[src/rtl/cache_ctl_pkg.sv]
`timescale 1ns/1ps
package cache_ctl_pkg;

    // Width of the idle-threshold code held in the low bits of the word.
    localparam int unsigned CODE_W   = 3;
    // log2 of the largest threshold (code 111 selects 2**MAX_LOG2 ticks).
    localparam int unsigned MAX_LOG2 = (1 << CODE_W) + 1;
    // Counter is one bit wider than the largest threshold needs.
    localparam int unsigned CNT_W    = MAX_LOG2 + 1;

    typedef enum logic [1:0] {
        PRIV_USER = 2'd0,
        PRIV_OS   = 2'd1,
        PRIV_HYP  = 2'd2,
        PRIV_MON  = 2'd3
    } priv_e;

    typedef enum logic [1:0] {
        RS_BUSY   = 2'd0,
        RS_WAIT   = 2'd1,
        RS_RETAIN = 2'd2
    } ret_state_e;

endpackage

[src/rtl/cache_ctl_access.sv]
`timescale 1ns/1ps
module cache_ctl_access
    import cache_ctl_pkg::*;
(
    input  logic       acc_en,
    input  logic       acc_wr,
    input  logic [1:0] priv,
    input  logic       nonsecure,
    input  logic       en_l3,
    input  logic       en_l2,
    output logic       rd_ok,
    output logic       wr_ok,
    output logic       wr_deny
);

    priv_e priv_lvl;
    logic  permit_wr;

    assign priv_lvl = priv_e'(priv);

    // Layered write permission; reads are denied only to the user level.
    always_comb begin
        rd_ok     = 1'b1;
        permit_wr = 1'b1;
        unique case (priv_lvl)
            PRIV_USER: begin
                rd_ok     = 1'b0;
                permit_wr = 1'b0;
            end
            PRIV_OS: begin
                // Non-secure needs both enables, secure needs only level 3.
                permit_wr = en_l3 & (en_l2 | ~nonsecure);
            end
            PRIV_HYP, PRIV_MON: begin
                permit_wr = 1'b1;
            end
            default: begin
                rd_ok     = 1'b0;
                permit_wr = 1'b0;
            end
        endcase
    end

    assign wr_ok   = acc_en & acc_wr &  permit_wr;
    assign wr_deny = acc_en & acc_wr & ~permit_wr;

endmodule

[src/rtl/cache_ctl_regs.sv]
`timescale 1ns/1ps
module cache_ctl_regs
    import cache_ctl_pkg::*;
#(
    parameter int unsigned DATA_W       = 32,
    parameter int unsigned RAM_FLAG_BIT = 30,
    parameter int unsigned BUS_FLAG_BIT = 29
) (
    input  logic              clk,
    input  logic              rst_n,
    input  logic              wr_ok,
    input  logic              wr_deny,
    input  logic              wr_ram_bit,
    input  logic              wr_bus_bit,
    input  logic [CODE_W-1:0] wr_code,
    input  logic              ram_set,
    input  logic              bus_set,
    output logic [CODE_W-1:0] code_q,
    output logic              flag_ram_q,
    output logic              flag_bus_q,
    output logic              fault_q,
    output logic [DATA_W-1:0] word
);

    logic clr_ram, clr_bus;
    logic flag_ram_d, flag_bus_d;

    // A clearing write only lands when accepted; a set pulse always wins.
    assign clr_ram    = wr_ok & ~wr_ram_bit;
    assign clr_bus    = wr_ok & ~wr_bus_bit;
    assign flag_ram_d = ram_set | (flag_ram_q & ~clr_ram);
    assign flag_bus_d = bus_set | (flag_bus_q & ~clr_bus);

    always_ff @(posedge clk or negedge rst_n) begin
        if (!rst_n) begin
            code_q     <= '0;
            flag_ram_q <= 1'b0;
            flag_bus_q <= 1'b0;
            fault_q    <= 1'b0;
        end else begin
            flag_ram_q <= flag_ram_d;
            flag_bus_q <= flag_bus_d;
            fault_q    <= wr_deny;
            if (wr_ok) begin
                code_q <= wr_code;
            end
        end
    end

    // Assemble the read word; every unlisted bit stays zero.
    always_comb begin
        word                  = '0;
        word[CODE_W-1:0]      = code_q;
        word[RAM_FLAG_BIT]    = flag_ram_q;
        word[BUS_FLAG_BIT]    = flag_bus_q;
    end

endmodule

[src/rtl/cache_ctl_idle.sv]
`timescale 1ns/1ps
module cache_ctl_idle
    import cache_ctl_pkg::*;
(
    input  logic              clk,
    input  logic              rst_n,
    input  logic [CODE_W-1:0] code,
    input  logic              tick,
    input  logic              idle,
    output logic              ret_req
);

    localparam logic [CNT_W-1:0] CNT_MAX = '1;
    localparam logic [CNT_W-1:0] CNT_ONE = {{(CNT_W-1){1'b0}}, 1'b1};

    ret_state_e         state_q, state_d;
    logic [CNT_W-1:0]   cnt_q, cnt_d;
    logic [CNT_W-1:0]   thr;
    logic [3:0]         shamt;
    logic               enabled;
    logic               reached;

    assign enabled = (code != '0);

    // Threshold decode: 1->2, 2->8, otherwise 2**(code+2).
    always_comb begin
        unique case (code)
            3'd1:    shamt = 4'd1;
            3'd2:    shamt = 4'd3;
            default: shamt = {1'b0, code} + 4'd2;
        endcase
        thr = CNT_ONE << shamt;
    end

    // Idle tick counter: clears on activity, saturates at the top.
    always_comb begin
        if (!idle) begin
            cnt_d = '0;
        end else if (tick && (cnt_q != CNT_MAX)) begin
            cnt_d = cnt_q + CNT_ONE;
        end else begin
            cnt_d = cnt_q;
        end
    end

    assign reached = enabled & (cnt_d >= thr);

    // Next-state logic.
    always_comb begin
        state_d = state_q;
        unique case (state_q)
            RS_BUSY: begin
                if (idle) state_d = RS_WAIT;
            end
            RS_WAIT: begin
                if (!idle)        state_d = RS_BUSY;
                else if (reached) state_d = RS_RETAIN;
            end
            RS_RETAIN: begin
                if (!idle)         state_d = RS_BUSY;
                else if (!reached) state_d = RS_WAIT;
            end
            default: state_d = RS_BUSY;
        endcase
    end

    // State register and counter.
    always_ff @(posedge clk or negedge rst_n) begin
        if (!rst_n) begin
            state_q <= RS_BUSY;
            cnt_q   <= '0;
        end else begin
            state_q <= state_d;
            cnt_q   <= cnt_d;
        end
    end

    // Output process: the request is gated by live idle and a live code.
    always_comb begin
        ret_req = 1'b0;
        unique case (state_q)
            RS_RETAIN: ret_req = idle & enabled;
            RS_BUSY, RS_WAIT: ret_req = 1'b0;
            default: ret_req = 1'b0;
        endcase
    end

endmodule

[src/rtl/cache_ctl_top.sv]
`timescale 1ns/1ps
module cache_ctl_top
    import cache_ctl_pkg::*;
#(
    parameter int unsigned DATA_W       = 32,
    parameter int unsigned RAM_FLAG_BIT = 30,
    parameter int unsigned BUS_FLAG_BIT = 29
) (
    input  logic              clk,
    input  logic              rst_n,
    input  logic              reg_en,
    input  logic              reg_wr,
    input  logic [DATA_W-1:0] reg_wdata,
    input  logic [1:0]        req_priv,
    input  logic              req_ns,
    input  logic              el3_en,
    input  logic              el2_en,
    input  logic              ram_ecc_err,
    input  logic              bus_err,
    input  logic              timer_tick,
    input  logic              cache_idle,
    output logic [DATA_W-1:0] reg_rdata,
    output logic              ret_req,
    output logic              acc_fault
);

    logic              rd_ok, wr_ok, wr_deny;
    logic [CODE_W-1:0] code_q;
    logic              flag_ram_q, flag_bus_q;
    logic [DATA_W-1:0] word;
    logic              unused_wbits;

    // Reserved write bits carry no function.
    assign unused_wbits = ^{reg_wdata[DATA_W-1], reg_wdata[BUS_FLAG_BIT-1:CODE_W]};

    cache_ctl_access u_access (
        .acc_en    (reg_en),
        .acc_wr    (reg_wr),
        .priv      (req_priv),
        .nonsecure (req_ns),
        .en_l3     (el3_en),
        .en_l2     (el2_en),
        .rd_ok     (rd_ok),
        .wr_ok     (wr_ok),
        .wr_deny   (wr_deny)
    );

    cache_ctl_regs #(
        .DATA_W       (DATA_W),
        .RAM_FLAG_BIT (RAM_FLAG_BIT),
        .BUS_FLAG_BIT (BUS_FLAG_BIT)
    ) u_regs (
        .clk        (clk),
        .rst_n      (rst_n),
        .wr_ok      (wr_ok),
        .wr_deny    (wr_deny),
        .wr_ram_bit (reg_wdata[RAM_FLAG_BIT]),
        .wr_bus_bit (reg_wdata[BUS_FLAG_BIT]),
        .wr_code    (reg_wdata[CODE_W-1:0]),
        .ram_set    (ram_ecc_err),
        .bus_set    (bus_err),
        .code_q     (code_q),
        .flag_ram_q (flag_ram_q),
        .flag_bus_q (flag_bus_q),
        .fault_q    (acc_fault),
        .word       (word)
    );

    cache_ctl_idle u_idle (
        .clk     (clk),
        .rst_n   (rst_n),
        .code    (code_q),
        .tick    (timer_tick),
        .idle    (cache_idle),
        .ret_req (ret_req)
    );

    assign reg_rdata = (reg_en && !reg_wr && rd_ok) ? word : '0;

endmodule

[config.mk]
export PLATFORM = sky130hd
export DESIGN_NAME = cache_ctl_top
export DESIGN_NICKNAME = d
export VERILOG_FILES = /design/src/rtl/cache_ctl_pkg.sv /design/src/rtl/cache_ctl_access.sv /design/src/rtl/cache_ctl_regs.sv /design/src/rtl/cache_ctl_idle.sv /design/src/rtl/cache_ctl_top.sv
export SDC_FILE = /design/constraint.sdc
export NUM_CORES = 1
export LEC_CHECK = 0
export BUFFER_PORTS_ARGS = -buffer_cell sky130_fd_sc_hd__buf_4
export CORE_MARGIN = 1
export CORE_UTILIZATION = 48
export CTS_CLUSTER_SIZE = 12
export DETAILED_ROUTE_END_ITERATION = 6
export PLACE_DENSITY = 0.91
export SETUP_SLACK_MARGIN = 0.2
export SLEW_MARGIN = 20
export SYNTH_ARGS = -nofsm -noshare
export SYNTH_HDL_FRONTEND = slang
export SYNTH_SLANG_ARGS = --single-unit
[constraint.sdc]
create_clock -name clk -period 6.7 [get_ports clk]
set_input_delay 0.335 -clock clk [delete_from_list [all_inputs] [get_ports clk]]
set_output_delay 0.335 -clock clk [all_outputs]
set_load 0.02 [all_outputs]
==> results.json, run 1 <==
{
  "status": "complete, but fails checks",
  "violations": "DRC",
  "synth.area.top_cells": "dfrtp_1 31%, buf_4 14%, ha_1 10%, nand2_1 5.1%, nor2_1 3.3%",
  "grt_start_max_net_pins": 19,
  "area_growth_pct": 10.6,
  "final-instance-count-excl-fill": 231,
  "fin_nets": 258,
  "met3_usage_pct": 3.17,
  "drv_cap": 0,
  "yosysTopAreaCell": "dfrtp_1",
  "clk_latency_ps": 290,
  "start_util_pct": 51.9,
  "ctsResizeCount": 0,
  "grt_pass1_vias": 1156,
  "fin_setup_tns_ps": 0,
  "synth.distinct_cells": 38,
  "vias": 1202,
  "gr-usage-met2_pct": 35.1,
  "criticalPathCategory": "reg2reg",
  "grt.total_usage_pct": 18.4,
  "gp_congestion": 0.795,
  "p_int_mw": 0.187,
  "grt_pass1_wl_mm": 4.71,
  "dieArea_mm2": 0.00329,
  "p_switching_mw": 0.106,
  "via_per_inst": 5.20,
  "met1_usage_pct": 20.0,
  "p_clk_share_pct": 22.7,
  "antenna_left": 0,
  "final_common_cell": "conb_1",
  "setup_viol": 0,
  "hpwl_mm": 2.18,
  "clock_sinks": 18,
  "synth_top_area_share_pct": 30.7,
  "most-common-layout-cells": "27 x conb_1, 24 x buf_4, 20 x nand2_1",
  "layout-drive-gt1-share_pct": 17.0,
  "swShare_pct": 36.1,
  "r2r_cells": 12,
  "period_needed_ps": 2790,
  "hold_violations": 0,
  "fill_cells": 276,
  "numCtsBuffers": 3,
  "synth_cells": 173,
  "firstDrtPassIters": 6,
  "synthesis.area_mm2": 0.00147,
  "grt_remaining_overflow": 0,
  "setup_slack_ps": 3910,
  "insertedDiodeCount": 0,
  "cts_tree": "yes",
  "crit_path_max_fanout": 5,
  "portBuffers": 24,
  "slew_viol_final": 0,
  "synth-seq-area-share_pct": 30.7,
  "dp_slack_ps": 3940,
  "skew_ps": 0.762,
  "synth_seq_cells": 18,
  "arrival_ps": 3030,
  "fmax_mhz": 358,
  "ctsHoldBuffers": 1,
  "whs_ps": 224,
  "wl_mm": 2.64,
  "worstHoldPathCells": 2,
  "cp-start-kind": "flop",
  "crit_required_ps": 6940,
  "irDropWorstVdd_v": 0.000157,
  "rows": 19,
  "drt_iter0_markers": 41,
  "min_period_over_period_pct": 41.6,
  "cts_max_level": 1,
  "rsz0062_at_grt": "no",
  "powerDensity_mw_per_mm2": 181,
  "clockRootBuffer": "clkbuf_4",
  "comb_power_share_pct": 33.6,
  "postCtsSetupRepairBufs": 0,
  "wire_per_inst_um": 11.4,
  "hold_class": "in2reg",
  "clkTransAtPathRegs_ps": 100,
  "leakage_nw": 0.829,
  "antenna_found_initial": 0,
  "dieWidth_um": 57.3,
  "worstSetupEndpointType": "flop",
  "cts_max_path_buffers": 2,
  "pin_count": 79,
  "busiest_layer": "met2",
  "avgSynthCellArea_um2": 8.49,
  "die_height_um": 57.3,
  "drc_errors": 4,
  "p_seq_share_pct": 43.7,
  "p_total_mw": 0.293,
  "yosys_warnings": 0,
  "dpl.cell_count": 226,
  "core_mm2": 0.00283
}
## synth_stat cells
master    instances
o21a_1            1
and2_1            3
o21ai_0           7
a41oi_2           1
and4_4            1
dfrtp_1          18
inv_1             9
nand3b_1          2
and3_1            1
and4_1            1
nand2b_4          1
nand4b_1          1
o21bai_1          1
o211ai_1          1
nand4_1           5
ha_1             12
mux2i_1           1
buf_4            27
and3_4            1
nand2_1          20
o211a_1           1
a311oi_4          1
buf_2             1
xor2_1            1
nand3_1           8
nand2b_1          5
nor3_1            7
nor2_1           13
conb_1            1
a211o_1           1
a21o_1            1
nor2b_1           2
o21ai_1           1
a21oi_1           8
xnor2_1           5
a31o_2            1
a31oi_1           1
nor4_1            1
## registers in the layout (all words and copies together) (netlist names)
register	flops
u_idle.cnt_q	10
u_idle.state_q	2
u_regs.code_q	3
u_regs.flag_bus_q	1
u_regs.flag_ram_q	1
u_regs.fault_q	1
## layer usage
layer | part of all wire [%] | wire (um)
met1 | 42 | 1110
met2 | 51 | 1360
met3 | 4.8 | 128
met4 | 1.9 | 49
met5 | 0 | 0
## path summary, 6_finish.rpt
path	slack, ps	end	start
max	3910	u_idle.state_q[0]	u_idle.cnt_q[0]
min	220	u_regs.flag_bus_q	bus_err
max reg2reg	3910	u_idle.state_q[0]	u_idle.cnt_q[0]
min reg2reg	530	u_regs.flag_bus_q	u_regs.flag_bus_q
max in group asynchronous	6090	u_regs.code_q[2]	rst_n
min in group asynchronous	430	u_idle.cnt_q[1]	rst_n
## critical path, stage by stage, from the launching register on
cell and delay [ps]:
dfrtp_1 430, ha_1 250, and3_4 210, a41oi_2 320, nand4_1 130, a21oi_1 150
nor2_1 70, ha_1 310, a211o_1 250, a21oi_1 110, o21ai_1 130, a31oi_1 170
and4_1 200
## kinds of logic (layout without fill, tap and decap cells)
kind of cell	after synthesis	after routing	share of synthesized area [%]
buffers and inverters	37	38	16.4
and+or+nand+nor	72	72	25.5
xor gates and xnor gates	6	6	3.58
adders and majority gates	12	12	10.2
other	1	27	0.255
DFF	18	18	30.7
muxes	1	1	0.681
AOI/OAI and AO/OA	26	26	12.7
## power by group through the flow
stage | Combinational [mW] | Clock, mW | Sequential, mW
floorplan | 0.0852 | 0 | 0.126
global placement | 0.0948 | 0 | 0.129
detailed placement | 0.0977 | 0 | 0.130
CTS | 0.0991 | 0.0682 | 0.128
global route | 0.112 | 0.0756 | 0.130
finish | 0.0986 | 0.0666 | 0.128
## layout make-up
type / instances / area (um2) / area share, %
tap: 31 / 38.8 / 2.39
clock buffer: 4 / 36.3 / 2.23
multi-input combinational: 144 / 875 / 53.9
sequential: 18 / 450 / 27.7
inverter: 9 / 33.8 / 2.08
timing repair buffer: 25 / 190 / 11.7
## through the flow
step           utilization (%)  cell area, um2
2_1_floorplan                -            1570
3_3_place_gp              55.8            1580
3_5_place_dp              55.8            1580
4_1_cts                   57.4            1620
5_1_grt                   57.4            1620
6_report                  57.4            1620
Power figures use the tool's default switching activity.
==> inputs of run 2 (changes only) <==
Settings changed: ABC_AREA set to 1, CORE_UTILIZATION 48 to 42, PLACE_DENSITY 0.91 to 0.83.
Clock period 6.7 ns to 2.3 ns, I/O delays scaled along.
==> run 2 against run 1 <==
Against the previous run:
- the run now ends clean
- fmax grew 23%
- critical path depth grew 3
- worst hold slack lost 170 ps
- setup slack lost 3900 ps
- area after synthesis grew 8.3%
- clock skew grew 3.1 ps
- synthesized cell count grew 31%
- critical path type unchanged
==> results.json, run 2 <==
{
  "synth_seq_cells": 18,
  "wl_mm": 3.26,
  "clock_sinks": 18,
  "p_total_mw": 0.967,
  "clockRootBuffer": "clkbuf_8",
  "largest_reg_flops": 10,
  "clk_latency_ps": 250,
  "synth_cells": 226,
  "hold_start": "bus_err",
  "drc_errors": 0,
  "irDropWorstVdd_v": 0.000363,
  "r2r_end": "u_idle.state_q[1]",
  "synth.distinct_cells": 27,
  "regMostFlops": "u_idle.cnt_q",
  "slew_viol_final": 0,
  "criticalPathCategory": "reg2reg",
  "cts_tree": "yes",
  "skew_ps": 3.85,
  "cts_max_level": 1,
  "rsz0062_at_grt": "yes",
  "grt_pass1_vias": 1313,
  "clkTransAtPathRegs_ps": 70,
  "hpwl_mm": 2.43,
  "powerDensity_mw_per_mm2": 494,
  "synth_top_area_share_pct": 28.3,
  "core_mm2": 0.00347,
  "synth_flop_cell": "dfrtp_1",
  "cts_max_path_buffers": 2,
  "wire_per_inst_um": 10.5,
  "antenna_left": 0,
  "final_common_cell": "nand2_1",
  "synth_edf_count": 0,
  "dieWidth_um": 63.5,
  "worstReg2RegStart": "u_idle.cnt_q[0]",
  "r2r_slack_ps": 30,
  "holdPathEnd": "u_regs.flag_bus_q",
  "status": "complete, no violations",
  "cp-start-kind": "flop",
  "pin_count": 79,
  "grt.total_usage_pct": 16.7,
  "fmax_mhz": 441,
  "fin_setup_tns_ps": 0,
  "yosysMostFrequentCell": "nand2_1",
  "leakage_nw": 1.02,
  "rows": 21,
  "synth_top_cells_by_count": "46 x nand2_1, 27 x buf_4, 27 x nor2_1, 26 x inv_1, 18 x dfrtp_1",
  "yosys_warnings": 0,
  "numCtsBuffers": 3,
  "vias": 1410,
  "firstDrtPassIters": 4,
  "fill_cells": 348,
  "synth-seq-area-share_pct": 28.3,
  "layout-drive-gt1-share_pct": 28.3,
  "whs_ps": 55.7,
  "worstSetupEndpointType": "flop",
  "fin_nets": 324,
  "top_regs": "u_idle.cnt_q: 10 flops, u_regs.code_q: 3 flops, u_idle.state_q: 2 flops",
  "insertedDiodeCount": 0,
  "antenna_found_initial": 0,
  "via_per_inst": 4.53,
  "crit_required_ps": 2430,
  "post-route-util_pct": 56.5,
  "grt_pass1_wl_mm": 5.33,
  "dieArea_mm2": 0.00404,
  "die_height_um": 63.5,
  "synthesis.area_mm2": 0.00159,
  "start_util_pct": 45.9,
  "gp_congestion": 0.821,
  "worstHoldPathCells": 2,
  "yosysTopAreaCell": "dfrtp_1",
  "drv_cap": 0,
  "avgSynthCellArea_um2": 7.04,
  "r2r_cells": 15,
  "crit_path_max_fanout": 8,
  "portBuffers": 24,
  "area_growth_pct": 23.2,
  "grt_start_max_net_pins": 19,
  "hold_violations": 0,
  "synth.area.top_cells": "dfrtp_1 28%, buf_4 13%, nand2_1 11%, ha_1 9.4%, nor2_1 6.4%",
  "drt_iter0_markers": 75,
  "async_flop_share_pct": 100,
  "period_needed_ps": 2270,
  "setup_viol": 0,
  "hold_class": "in2reg",
  "grt_remaining_overflow": 0,
  "arrival_ps": 2400,
  "most-common-layout-cells": "41 x nand2_1, 35 x buf_4, 27 x conb_1",
  "min_period_over_period_pct": 98.7
}
[run 2: cell count changes after synthesis, sizes merged, moves of 3 or more]
cell	before	now
nand2	20	49
and2	3	0
nand3	8	18
nor3	7	1
nand2b	6	0
inv	9	30
nor2	13	31
a21oi	8	13
[run 2: layout make-up]
type,instances,area [um2],area share [%]
clock buffer,3,41.3,2.11
inverter,31,116,5.94
multi-input combinational,175,997,50.9
sequential,18,452,23.1
tap,46,57.6,2.94
timing repair buffer,38,295,15.1
[run 2: power by group]
part | leakage, nW | internal (mW) | switching [mW] | total (mW)
sequential | 0.224 | 0.342 | 0.0268 | 0.369
combinational | 0.776 | 0.140 | 0.245 | 0.384
clock | 0.0216 | 0.116 | 0.0977 | 0.214
total | 1.02 | 0.598 | 0.369 | 0.967
[run 2: per-stage QoR]
step,cells,cell area (um2),worst slack (ps)
floorplan,252,1690,208
finish,311,1960,30.7
global placement,297,1740,60.8
detailed placement,297,1740,-8.64
global route,311,1960,-99.4
CTS,308,1900,125
[run 2: logic make-up after synthesis]
logic type | Yosys count | share of synthesized area [%]
AO/OA/AOI/OAI | 28 | 9.83
other | 1 | 0.236
flip-flops | 18 | 28.3
buffers and inverters | 59 | 20.8
XOR/XNOR | 4 | 2.20
AND/OR/NAND/NOR | 104 | 29.2
adder cells (fa/ha/maj) | 12 | 9.44
[run 2: worst max path at each step]
stage | startpoint | endpoint | cells past startpoint
3_3_place_gp | u_idle.cnt_q[1] | u_idle.state_q[1] | 13
4_1_cts | u_idle.cnt_q[1] | u_idle.state_q[1] | 16
3_5_place_dp | u_idle.cnt_q[1] | u_idle.state_q[0] | 12
6_report | u_idle.cnt_q[0] | u_idle.state_q[1] | 15
5_1_grt | u_idle.cnt_q[0] | u_idle.state_q[1] | 17
2_1_floorplan | u_idle.cnt_q[0] | u_idle.state_q[1] | 17
[run 2: repair_timing]
action | CTS | global route
hold buffers | 1 | 0
endpoints found under the hold margin | 18 | 0
setup buffers | 7 | 3
setup endpoints to repair | 2 | 2
pin swaps | 21 | 13
gates resized for setup | 13 | 12
[run 2: critical path: stages (launching register included)]
cell and delay, ps:
dfrtp_1 410, ha_4 190, nand3_4 100, nor2_4 50
a21boi_2 170, buf_6 170, nand3_2 70, nand2_2 70
nor2_1 50, ha_1 310, a21oi_1 180, nand2_1 90
nand2_1 80, nand3_2 90, nand2_2 70, nor2_2 30
[run 2: layer usage]
metal,share of wire (%),wire length (um),up-vias,track usage [%]
met1,44,1450,625,19.1
met2,51,1680,37,30.5
met3,2.8,91,4,1.81
met4,1.5,49,0,7.95
li1,-,-,744,-
met5,0,0,-,0
